$ cat src/rtl/snp_pkg.sv
package snp_pkg;

    localparam int DATA_W = 32;
    localparam int OFF_W  = 8;
    localparam int SIZE_W = 3;
    localparam int LANES  = DATA_W / 8;

    localparam logic [OFF_W-1:0] OFF_ENABLE = 8'h00;
    localparam logic [OFF_W-1:0] OFF_CONFIG = 8'h04;
    localparam logic [OFF_W-1:0] OFF_PWR    = 8'h08;

    typedef struct packed {
        logic              enable;
        logic              rvalid;
        logic [DATA_W-1:0] rdata;
    } port_state_t;

    function automatic logic size_legal(input logic [SIZE_W-1:0] sz);
        return (sz == 3'd1) || (sz == 3'd2) || (sz == 3'd4);
    endfunction

    function automatic logic is_pwr_off(input logic [OFF_W-1:0] off);
        return off[OFF_W-1:2] == OFF_PWR[OFF_W-1:2];
    endfunction

endpackage

$ cat src/rtl/snp_cfg_word.sv
module snp_cfg_word
    import snp_pkg::*;
#(
    parameter int NCORES = 1
) (
    output logic [DATA_W-1:0] cfg_word
);
    localparam int CNT_W = 2;

    initial begin
        if (NCORES < 1 || NCORES > 4) $error("NCORES must be 1..4");
    end

    always_comb begin
        cfg_word = '0;
        cfg_word[CNT_W-1:0] = CNT_W'(NCORES - 1);
        for (int c = 0; c < NCORES; c++) begin
            cfg_word[4 + c] = 1'b1;
        end
    end

endmodule

$ cat src/rtl/snp_pwr_merge.sv
module snp_pwr_merge
    import snp_pkg::*;
(
    input  logic              wr_en,
    input  logic [1:0]        lane_base,
    input  logic [SIZE_W-1:0] size,
    input  logic [DATA_W-1:0] wdata,
    input  logic [DATA_W-1:0] cur,
    output logic [DATA_W-1:0] nxt
);
    logic [DATA_W-1:0] wdata_sh;

    assign wdata_sh = wdata << {lane_base, 3'b000};

    for (genvar j = 0; j < LANES; j++) begin : g_lane
        logic hit;
        always_comb begin
            hit = wr_en
                  && (j >= int'(lane_base))
                  && ((j - int'(lane_base)) < int'(size));
        end
        assign nxt[8*j +: 8] = hit ? wdata_sh[8*j +: 8] : cur[8*j +: 8];
    end

endmodule

$ cat src/rtl/snp_rd_mux.sv
module snp_rd_mux
    import snp_pkg::*;
(
    input  logic [OFF_W-1:0]  off,
    input  logic              enable,
    input  logic [DATA_W-1:0] cfg_word,
    input  logic [DATA_W-1:0] pwr,
    output logic [DATA_W-1:0] data
);
    always_comb begin
        data = '0;
        if (off == OFF_ENABLE) begin
            data[0] = enable;
        end else if (off == OFF_CONFIG) begin
            data = cfg_word;
        end else if (is_pwr_off(off)) begin
            data = pwr >> {off[1:0], 3'b000};
        end
    end

endmodule

$ cat src/rtl/snoop_regs.sv
module snoop_regs
    import snp_pkg::*;
#(
    parameter int NCORES = 1
) (
    input  logic              clk,
    input  logic              rst_n,
    input  logic              bus_rd,
    input  logic              bus_wr,
    input  logic [OFF_W-1:0]  bus_off,
    input  logic [SIZE_W-1:0] bus_size,
    input  logic [DATA_W-1:0] bus_wdata,
    output logic [DATA_W-1:0] bus_rdata,
    output logic              bus_rvalid
);
    port_state_t       st_d, st_q;
    logic [DATA_W-1:0] pwr_d, pwr_q;
    logic [DATA_W-1:0] cfg_word;
    logic [DATA_W-1:0] rd_val;
    logic              wr_ok;

    assign wr_ok = bus_wr && size_legal(bus_size);

    snp_cfg_word #(.NCORES(NCORES)) cfg_i (
        .cfg_word (cfg_word)
    );

    snp_pwr_merge pwr_i (
        .wr_en     (wr_ok && is_pwr_off(bus_off)),
        .lane_base (bus_off[1:0]),
        .size      (bus_size),
        .wdata     (bus_wdata),
        .cur       (pwr_q),
        .nxt       (pwr_d)
    );

    snp_rd_mux mux_i (
        .off      (bus_off),
        .enable   (st_q.enable),
        .cfg_word (cfg_word),
        .pwr      (pwr_q),
        .data     (rd_val)
    );

    always_comb begin
        st_d        = st_q;
        st_d.rvalid = bus_rd;
        if (bus_rd) begin
            st_d.rdata = rd_val;
        end
        if (wr_ok && bus_off == OFF_ENABLE) begin
            st_d.enable = bus_wdata[0];
        end
    end

    always_ff @(posedge clk) begin
        if (!rst_n) begin
            st_q <= '0;
        end else begin
            st_q <= st_d;
        end
    end

    // power status word deliberately outside reset
    always_ff @(posedge clk) begin
        pwr_q <= pwr_d;
    end

    assign bus_rdata  = st_q.rdata;
    assign bus_rvalid = st_q.rvalid;


    rst_clr_chk: assert property (@(posedge clk) disable iff (!rst_n)
        $rose(rst_n) |-> (st_q.enable == 1'b0 && !bus_rvalid));


    enable_wr_chk: assert property (@(posedge clk) disable iff (!rst_n)
        (bus_wr && bus_off == OFF_ENABLE && size_legal(bus_size))
        |=> st_q.enable == $past(bus_wdata[0]));


    cfg_rd_chk: assert property (@(posedge clk) disable iff (!rst_n)
        (bus_rd && bus_off == OFF_CONFIG) |=> (bus_rvalid && bus_rdata == cfg_word));


    bad_size_chk: assert property (@(posedge clk) disable iff (!rst_n)
        (bus_wr && !size_legal(bus_size)) |=> $stable(st_q.enable));


    dead_rd_chk: assert property (@(posedge clk) disable iff (!rst_n)
        (bus_rd && bus_off != OFF_ENABLE && bus_off != OFF_CONFIG && !is_pwr_off(bus_off))
        |=> bus_rdata == '0);


    rvalid_chk: assert property (@(posedge clk) disable iff (!rst_n)
        bus_rd |=> bus_rvalid);


    no_rvalid_chk: assert property (@(posedge clk) disable iff (!rst_n)
        (!bus_rd && !$isunknown(bus_rd)) |=> !bus_rvalid);

endmodule

$ cat config.mk
export PLATFORM = sky130hd
export DESIGN_NAME = snoop_regs
export DESIGN_NICKNAME = d
export VERILOG_FILES = /design/src/rtl/snp_pkg.sv /design/src/rtl/snp_cfg_word.sv /design/src/rtl/snp_pwr_merge.sv /design/src/rtl/snp_rd_mux.sv /design/src/rtl/snoop_regs.sv
export SDC_FILE = /design/constraint.sdc
export NUM_CORES = 1
export LEC_CHECK = 0
export BUFFER_PORTS_ARGS = -buffer_cell sky130_fd_sc_hd__buf_4
export CAP_MARGIN = 20
export CORE_UTILIZATION = 40
export CTS_BUF_LIST = sky130_fd_sc_hd__clkbuf_16
export DETAILED_ROUTE_END_ITERATION = 6
export HOLD_SLACK_MARGIN = 0.03
export PLACE_DENSITY = 0.71
export SLEW_MARGIN = 10
export SYNTH_ARGS = -nofsm -noshare
export SYNTH_HDL_FRONTEND = slang
export SYNTH_SLANG_ARGS = --single-unit
export TNS_END_PERCENT = 10
$ cat constraint.sdc
create_clock -name clk -period 4.9 [get_ports clk]
set_input_delay 0.98 -clock clk [delete_from_list [all_inputs] [get_ports clk]]
set_output_delay 0.98 -clock clk [all_outputs]
set_load 0.01 [all_outputs]
==> run_results.csv, run 1 <==
group,metric,value,unit
logic_synthesis,synth_compound_area_frac,0.147,
floorplanning,die_area,8580,um2
place,place_area,3920,um2
sta,skew,0.00428,ns
critical_path,reg2reg_from,"pwr_q[25]",
critical_path,cp-end-kind,"register",
clock_network,cts_max_level,3,
final_layout,nets,453,
sta,hold_violations,0,
drt,drt_pass1_iterations,4,
floorplanning,initial_core_util,0.419,
pwr,vdd_drop_max,179,uV
clock_network,insertion_delay,0.32,ns
logic_synthesis,synth.distinct_cells,35,
status,run_status,"finished, final reports clean",
logic_synthesis,yosys_warnings,0,
drt,num_vias,2571,
global_route,antenna_found_initial,0,
global_route,grt_max_degree,66,
final_layout,layout_commonest_cell,"buf_4",
floorplanning,io_pins,80,
clock_network,cts.reportedPaths.clkPinSlew,0.05,ns
logic_synthesis,synth-seq-cells,66,
drt,routed_wl,7270,um
logic_synthesis,syn_area_per_cell,10.1,um2
flow_run,maxCapViolCount,0,
sta,rsz0062_at_grt,"false",
sta,max_freq,316,MHz
worst_hold_path,worstHoldPathType,"reg -> reg",
place,portBuffers,79,
clock_network,cts-root-buf,"clkbuf_16",
drt,antenna_left,0,
place,dp.cells,488,
clock_network,clock-sinks,66,
final_layout,final_area,4250,um2
final_layout,finalNonFillerCells,505,
place,place_congestion,0.781,
critical_path,critPathKind,"in -> reg",
clock_network,cts_resized,0,
logic_synthesis,synth_nets,382,
pwr,p_per_area,324,nW/um2
critical_path,cp-start-kind,"input pin",
final_layout,diodes,0,
floorplanning,fp.dieW,92.7,um
pwr,p_leak,1.73,nW
sta,drv_slew,0,
logic_synthesis,syn_area,3290,um2
drt,route.detailed.drc,0,
drt,first_iter_violations,89,
sta,setup_violations,0,
logic_synthesis,yosys.area.top_type_share,0.292,
logic_synthesis,post_synth_xor_area_fraction,0.00266,
global_route,track_usage,0.179,
worst_hold_path,min_from,"bus_rdata[5]",
final_layout,final_cell_mix,"81 x buf_4, 46 x nand2_1, 40 x mux2i_1",
sta,relSlewSlack,0.340,
logic_synthesis,synthSimpleGateAreaFrac,0.163,
global_route,grt_pass1_wl,12000,um
global_route,globalRouteOverflowTotal,0,
final_layout,fill_cells,716,
sta,worst_pin_slew,0.983,ns
sta,min_period,3.16,ns
sta,setup_tns,0,ns
logic_synthesis,synth_top_family_by_area,"simple AND/OR/NAND/NOR gates",
drt,wl_per_cell,14.4,um
clock_network,cts_tree,"done",
logic_synthesis,synth_area_leaders,"edfxtp_1 29%, dfxtp_1 21%, mux2i_1 12%",
global_route,grt_pass1_vias,2480,
critical_path,critical_path_required,4.84,ns
floorplanning,fp-row-count,32,
drt,vias_per_cell,5.09,
logic_synthesis,synthCells,327,
logic_synthesis,seq_area_frac_synth,0.499,
clock_network,cts_hold_buf,0,
place,dp_hpwl,5490,um
clock_network,cts_setup_buffers,0,
final_layout,layout-drive-gt1-share,0.248,
logic_synthesis,synth_top_area_cell,"edfxtp_1",
critical_path,critPathMaxFanout,55,
logic_synthesis,muxShareOfSynthArea,0.122,
critical_path,arrival,3.10,ns
logic_synthesis,synthAdderAreaFrac,0.0305,
clock_network,cts_buffer_depth,2,
critical_path,crit_start,"bus_off[1]",
floorplanning,die_h,92.7,um
sta,finalCritPeriodShare,0.645,
final_layout,layout-area-overhead-vs-synth,29.3,%
clock_network,cts_made_buffers,9,
floorplanning,coreArea,7850,um2
final cells by class:
cell class | count | area (um2) | share of cell area
Sequential cell | 66 | 1640 | 0.386
Multi-Input combinational cell | 233 | 1530 | 0.359
Timing Repair Buffer | 81 | 608 | 0.143
Clock buffer | 9 | 225 | 0.0530
Tap cell | 102 | 128 | 0.0300
Clock inverter | 7 | 93.8 | 0.0221
Inverter | 7 | 26.3 | 0.00618
final timing paths:
| path | end | slack [ns] | cells after the start |
|---|---|---|---|
| worst max register to register | bus_rdata[1] | 3.82 | 4 |
| worst min register to register | bus_rdata[5] | 0.46 | 2 |
| worst max-delay path | pwr_q[14] | 1.74 | 7 |
| worst min-delay path | bus_rdata[5] | 0.46 | 2 |
per-stage QoR:
step / hold WS, ns / setup WS, ns / utilization / total power, mW
5_1_grt: 0.490 / 1.45 / 0.541 / 1.43
3_5_place_dp: 0.449 / 1.37 / 0.500 / 0.718
2_1_floorplan: 0.485 / 1.14 / - / 0.667
6_report: 0.462 / 1.74 / 0.541 / 1.38
4_1_cts: 0.462 / 1.72 / 0.540 / 1.39
3_3_place_gp: 0.451 / 1.43 / 0.500 / 0.715
Yosys cell counts:
master,count
nor4b_2,1
nor3b_4,1
nor2_1,22
buf_1,2
and2_1,9
clkinv_1,2
o21ai_0,18
nor2b_1,10
clkbuf_1,13
nor4_1,1
buf_2,5
nand2_1,46
and3_1,1
a21oi_1,25
a211oi_1,8
inv_1,5
xnor2_1,1
mux2i_1,40
a41o_1,1
o2bb2ai_1,8
edfxtp_1,32
nor4b_4,1
or4_4,1
buf_6,1
ha_1,8
dfxtp_1,34
nand3_1,10
nand4_1,1
a22o_1,7
nand2b_1,1
a22oi_1,6
nor3b_1,1
o21a_1,1
nor3_1,2
a31oi_1,2
per-layer routing:
layer	share of wire	GRT usage	up-vias
li1	-	-	1325
met2	0.45	0.268	66
met3	0.040	0.0353	8
met5	0	0	-
met1	0.50	0.250	1172
met4	0.012	0.0808	0
report_power, final:
| group | total, mW | internal (mW) | switching [mW] |
|---|---|---|---|
| registers | 0.583 | 0.582 | 0.00105 |
| logic | 0.124 | 0.0580 | 0.0664 |
| clock network | 0.671 | 0.443 | 0.227 |
| total | 1.38 | 1.08 | 0.294 |
critical path, cell delays in order:
cell and delay [ns]:
buf_4 0.40, inv_1 0.33, ha_1 0.39, a21oi_1 0.04, nor2_1 0.12, nor3_1 0.05
nor3_1 0.77
logic make-up (layout without fill, tap and decap cells):
family                   Yosys count  count (layout)
AO/OA/AOI/OAI                     76              76
adder cells (fa/ha/maj)            8               8
multiplexers                      40              40
buffers and inverters             28             104
AND/OR/NAND/NOR                  108             108
XOR/XNOR                           1               1
flip-flops                        66              66
state kept, by name (all words and copies together) (netlist names):
register	cells
pwr_q	32
st_q	1
bus_rvalid	1
bus_rdata	32
(Power assumes the default switching activity.)
==> run 2, diff against run 1 <==
ABC_AREA = 1   (was not set)
PLACE_DENSITY = 0.72   (was 0.71)
clock period = 2.7 ns   (was 4.9 ns; I/O delays follow)
==> run 2 against run 1 <==
Via count rose by 25%. Routed wire length rose by 18%. Area after synthesis grew 6.8%. Cell area increased by 3.3%. First-iteration DRC count is 130% higher. Final cell count increased by 22%. Clock-buffer cell count unchanged. Clock power rose by 64%. Synthesized cell count up 35%. Combinational power grew 110%. Critical path type unchanged. Critical endpoint unchanged. Highest routed layer unchanged.
==> run_results.csv, run 2 <==
group,metric,value,unit
global_route,antenna_found_initial,0,
sta,setup_tns,0,ns
final_layout,final_cell_mix,"128 x nand2_1, 88 x buf_4, 57 x a21oi_1",
clock_network,clock-sinks,66,
logic_synthesis,synthSimpleGateAreaFrac,0.280,
pwr,p_comb_frac,0.109,
drt,first_iter_violations,205,
sta,setup_violations,0,
drt,wl_per_cell,13.9,um
global_route,globalRouteOverflowTotal,0,
pwr,swShare,0.231,
worst_hold_path,worstHoldPathType,"in -> reg",
global_route,grt_max_degree,69,
logic_synthesis,yosys_warnings,0,
flow_run,maxCapViolCount,0,
pwr,p_int,1.86,mW
clock_network,cts_max_level,3,
logic_synthesis,synth_area_leaders,"edfxtp_1 27%, dfxtp_1 19%, nand2_1 14%",
clock_network,cts.reportedPaths.clkPinSlew,0.05,ns
critical_path,critical_path_required,2.74,ns
critical_path,critPathMaxFanout,32,
sta,rsz0062_at_grt,"false",
critical_path,r2r_end,"bus_rdata[4]",
clock_network,insertion_delay,0.33,ns
sta,worst_pin_slew,0.603,ns
logic_synthesis,post_synth_xor_area_fraction,0,
floorplanning,die_h,95.7,um
sta,finalCritPeriodShare,0.718,
drt,num_vias,3211,
sta,fin_hold_ws,0.436,ns
pwr,total_switching_power,560,uW
critical_path,arrival,1.98,ns
sta,setup_slack,0.762,ns
logic_synthesis,synth_top_family_by_area,"simple AND/OR/NAND/NOR gates",
final_layout,layout_commonest_cell,"nand2_1",
logic_synthesis,async_flop_share,0,
critical_path,cp-end-kind,"register",
pwr,vdd_drop_max,252,uV
logic_synthesis,syn_area_per_cell,7.94,um2
logic_synthesis,yosys.area.top_type_share,0.274,
sta,hold_violations,0,
clock_network,cts_tree,"done",
global_route,grt_pass1_vias,2933,
final_layout,layout-drive-gt1-share,0.213,
logic_synthesis,synth_top_area_cell,"edfxtp_1",
clock_network,cts_buffer_depth,2,
logic_synthesis,muxShareOfSynthArea,0.00855,
worst_hold_path,hold_depth,3,
floorplanning,die_area,9160,um2
place,place_congestion,0.862,
critical_path,cp-start-kind,"input pin",
critical_path,critPathKind,"in -> reg",
logic_synthesis,syn_area,3510,um2
clock_network,cts_setup_buffers,0,
logic_synthesis,yosys-top-cells-count,"128 x nand2_1, 57 x a21oi_1, 36 x nand3_1, 34 x dfxtp_1, 32 x edfxtp_1",
logic_synthesis,seq_area_frac_synth,0.468,
drt,route.detailed.drc,0,
place,dp_hpwl,6470,um
drt,routed_wl,8600,um
final_layout,diodes,0,
sta,skew,0.00863,ns
drt,vias_per_cell,5.20,
logic_synthesis,yosysMostFrequentCell,"nand2_1",
logic_synthesis,synth-seq-cells,66,
floorplanning,fp.dieW,95.7,um
pwr,p_leak,1.86,nW
place,preCtsSetupSlack,0.440,ns
global_route,track_usage,0.208,
global_route,grt_pass1_wl,14200,um
floorplanning,fp-row-count,33,
logic_synthesis,synth_nets,497,
place,portBuffers,79,
drt,drt_pass1_iterations,4,
pwr,clkPwrFrac,0.453,
critical_path,reg2reg_depth,6,
logic_synthesis,synth.distinct_cells,28,
worst_hold_path,min_to,"bus_rvalid",
floorplanning,coreArea,8340,um2
final_layout,layout-area-overhead-vs-synth,25.0,%
sta,min_period,1.94,ns
final_layout,nets,562,
clock_network,cts_hold_buf,0,
critical_path,reg2reg_from,"pwr_q[28]",
pwr,pwr-share-seq,0.437,
logic_synthesis,synthAdderAreaFrac,0.0285,
status,run_status,"finished, final reports clean",
pwr,total_power,2.42,mW
logic_synthesis,synth_compound_area_frac,0.135,
pwr,p_per_area,552,nW/um2
floorplanning,initial_core_util,0.421,
sta,relSlewSlack,0.598,
floorplanning,io_pins,80,
logic_synthesis,synthCells,442,
clock_network,cts_made_buffers,9,
sta,drv_slew,0,
sta,max_freq,516,MHz
place,place_area,4100,um2
critical_path,r2r_slack,1.68,ns
logic_synthesis,synthFlopType,"dfxtp_1",
drt,antenna_left,0,
logic_synthesis,synth_edf_count,32,
clock_network,cts_resized,0,
final_layout,final_area,4390,um2
clock_network,cts-root-buf,"clkbuf_16",
worst_hold_path,min_from,"rst_n",
run 2: stage by stage:
stage,util,std cells
2_1_floorplan,-,442
3_3_place_gp,0.492,601
3_5_place_dp,0.492,601
4_1_cts,0.526,617
5_1_grt,0.526,617
6_report,0.526,617
run 2: kinds of logic after synthesis:
logic type | Yosys count
AND/OR/NAND/NOR | 222
AO/OA/AOI/OAI | 88
flip-flops | 66
buffers and inverters | 55
adder cells (fa/ha/maj) | 8
multiplexers | 3
run 2: worst max-delay path: stages:
cell	delay, ns
buf_4	0.25
inv_2	0.07
buf_4	0.24
ha_1	0.34
inv_1	0.05
a21oi_1	0.13
o22ai_1	0.08
nor2_1	0.10
buf_4	0.17
run 2: worst max path at each step:
stage	cells after the start	startpoint	slack, ns	endpoint
2_1_floorplan	9	bus_off[1]	0.26	pwr_q[16]
3_3_place_gp	7	bus_off[1]	0.49	pwr_q[27]
3_5_place_dp	9	bus_off[1]	0.44	pwr_q[11]
4_1_cts	9	bus_off[1]	0.78	pwr_q[14]
5_1_grt	9	bus_off[1]	0.62	pwr_q[14]
6_report	9	bus_off[1]	0.76	pwr_q[14]
run 2: layer usage:
metal  routed length (um)  track usage  part of all wire
met2                 3830        0.311              0.44
met1                 4160        0.291              0.48
met5                    0            0                 0
met4                  114       0.0709             0.013
met3                  497       0.0510             0.058
run 2: power groups by stage:
stage               clock network, mW  logic (mW)  registers [mW]
detailed placement                  0       0.264            1.08
floorplan                           0       0.172            1.08
CTS                              1.12       0.264            1.06
global placement                    0       0.257            1.08
finish                           1.10       0.265            1.06
global route                     1.16       0.300            1.06
run 2: layout make-up:
class / instances / area [um2]
Timing Repair Buffer: 88 / 661
Multi-Input combinational cell: 321 / 1590
Inverter: 21 / 81.3
Clock buffer: 9 / 225
Sequential cell: 66 / 1640
Clock inverter: 7 / 61.3
Tap cell: 105 / 131
Fill cell: 786 / 3950
==> run 3, diff against run 2 <==
ABC_AREA = 0   (was 1)
PLACE_DENSITY = 0.73   (was 0.72)
clock period = 1.65 ns   (was 2.7 ns; I/O delays follow)
==> run 3 against run 2 <==
The flow now finishes with violations (negative setup slack). Largest power group is now registers. Global-route usage down 1.8 points. First-iteration DRC count down 54%. Non-clock buffer count up 18. Critical path depth down 3. Combinational power up 65%. Highest routed layer unchanged. Worst hold slack worse by 0.16 ns. Critical endpoint is now pwr_q[8].
==> run_results.csv, run 3 (synthesis gave the netlist of run 1 again) <==
group,metric,value,unit
status,run_status,"finished with violations",
status,violations,"negative setup slack",
clock_network,cts_tree,"done",
sta,relSlewSlack,0.652,
critical_path,cp-start-kind,"input pin",
clock_network,clock-sinks,66,
critical_path,critical_path_required,1.68,ns
final_layout,layout_commonest_cell,"buf_4",
sta,setup_tns,-0.433,ns
sta,rsz0062_at_grt,"true",
drt,vias_per_cell,5.07,
floorplanning,die_area,8580,um2
floorplanning,die_h,92.7,um
final_layout,layout-area-overhead-vs-synth,36.9,%
final_layout,final_cell_mix,"98 x buf_4, 46 x nand2_1, 40 x mux2i_1",
floorplanning,io_pins,80,
critical_path,reg2reg_from,"pwr_q[16]",
final_layout,fill_cells,687,
critical_path,r2r_end,"bus_rdata[0]",
sta,drv_slew,0,
sta,skew,0.00913,ns
global_route,track_usage,0.189,
drt,antenna_left,0,
sta,finalCritPeriodShare,1.02,
final_layout,layout-drive-gt1-share,0.309,
clock_network,cts_made_buffers,9,
floorplanning,initial_core_util,0.419,
worst_hold_path,min_from,"bus_wr",
critical_path,critPathMaxFanout,8,
global_route,antenna_found_initial,0,
critical_path,cp-end-kind,"register",
place,place_congestion,0.754,
sta,fin_hold_ws,0.278,ns
global_route,grt_pass1_vias,2594,
flow_run,maxCapViolCount,0,
pwr,pwr-share-seq,0.461,
pwr,p_per_area,835,nW/um2
pwr,vdd_drop_max,400,uV
place,portBuffers,79,
pwr,p_comb_frac,0.117,
final_layout,diodes,0,
critical_path,reg2reg_depth,4,
worst_hold_path,min_to,"st_q[33]",
clock_network,cts-root-buf,"clkbuf_16",
pwr,p_int,2.92,mW
drt,route.detailed.drc,0,
sta,worst_pin_slew,0.521,ns
sta,max_freq,594,MHz
critical_path,critPathKind,"in -> reg",
drt,wl_per_cell,14.5,um
critical_path,r2r_slack,0.60,ns
place,dp_hpwl,5770,um
floorplanning,coreArea,7850,um2
drt,num_vias,2683,
clock_network,cts_hold_buf,0,
floorplanning,fp-row-count,32,
pwr,total_switching_power,838,uW
critical_path,arrival,1.71,ns
pwr,clkPwrFrac,0.422,
pwr,p_leak,1.86,nW
clock_network,insertion_delay,0.32,ns
drt,drt_pass1_iterations,4,
global_route,grt_max_degree,61,
pwr,swShare,0.223,
worst_hold_path,hold_depth,2,
sta,hold_violations,0,
floorplanning,fp.dieW,92.7,um
clock_network,cts_max_level,3,
sta,setup_slack,-0.0324,ns
clock_network,cts.reportedPaths.clkPinSlew,0.06,ns
global_route,grt_pass1_wl,12700,um
drt,routed_wl,7670,um
clock_network,cts_buffer_depth,2,
sta,min_period,1.68,ns
sta,setup_violations,16,
worst_hold_path,worstHoldPathType,"in -> reg",
final_layout,nets,478,
final_layout,fin_util,0.573,
global_route,globalRouteOverflowTotal,0,
drt,first_iter_violations,95,
## run 3: metrics by stage
| stage | total power, mW | cell area, um2 | setup slack (ns) | std cells |
|---|---|---|---|---|
| after floorplan | 2.01 | 3380 | -0.615 | 327 |
| after global placement | 2.18 | 4190 | -0.544 | 513 |
| after detailed placement | 2.19 | 4190 | -0.588 | 513 |
| after CTS | 3.77 | 4470 | -0.0744 | 529 |
| after global routing | 3.90 | 4500 | -0.0826 | 529 |
| final | 3.76 | 4500 | -0.0324 | 529 |
## run 3: worst max path at each step
| stage | cells after the start | startpoint | slack (ns) | end |
|---|---|---|---|---|
| 2_1_floorplan | 10 | bus_off[0] | -0.62 | pwr_q[16] |
| 3_3_place_gp | 6 | bus_off[5] | -0.54 | pwr_q[23] |
| 3_5_place_dp | 6 | bus_off[5] | -0.59 | pwr_q[21] |
| 4_1_cts | 6 | bus_off[6] | -0.07 | pwr_q[11] |
| 5_1_grt | 6 | bus_off[6] | -0.08 | pwr_q[18] |
| 6_report | 6 | bus_off[6] | -0.03 | pwr_q[8] |
## run 3: power groups by stage
stage	Sequential, mW	Clock, mW	Combinational (mW)
floorplan	1.77	0	0.244
global placement	1.76	0	0.418
detailed placement	1.76	0	0.429
CTS	1.73	1.60	0.436
global route	1.73	1.69	0.480
finish	1.73	1.59	0.438
## run 3: worst max-delay path, cell delays in order
cell,delay [ns]
buf_6,0.09
or4_4,0.54
nor3b_4,0.25
nand3_4,0.15
nor3_2,0.15
buf_4,0.20
## run 3: timing repair
item / in CTS / in global routing
resized for setup: 6 / 5
endpoints found under the setup margin: 32 / 44
pin swaps: 5 / 5
buffers inserted: 1 / 0
cloned: 0 / 0
## run 3: final cells by class
class                      count  area, um2  share of cell area
tap                          102        128              0.0284
inverter                       7       28.8             0.00640
multi-input combinational    233       1610               0.358
timing repair buffer         106        843               0.187
clock inverter                 6       23.8             0.00528
clock buffer                   9        225              0.0501
sequential                    66       1640               0.365
## run 3: layer usage
layer / part of all wire / track usage / vias up
li1: - / - / 1370
met1: 0.49 / 0.275 / 1219
met2: 0.46 / 0.277 / 83
met3: 0.045 / 0.0312 / 11
met4: 0.012 / 0.0808 / 0
met5: 0 / 0 / -
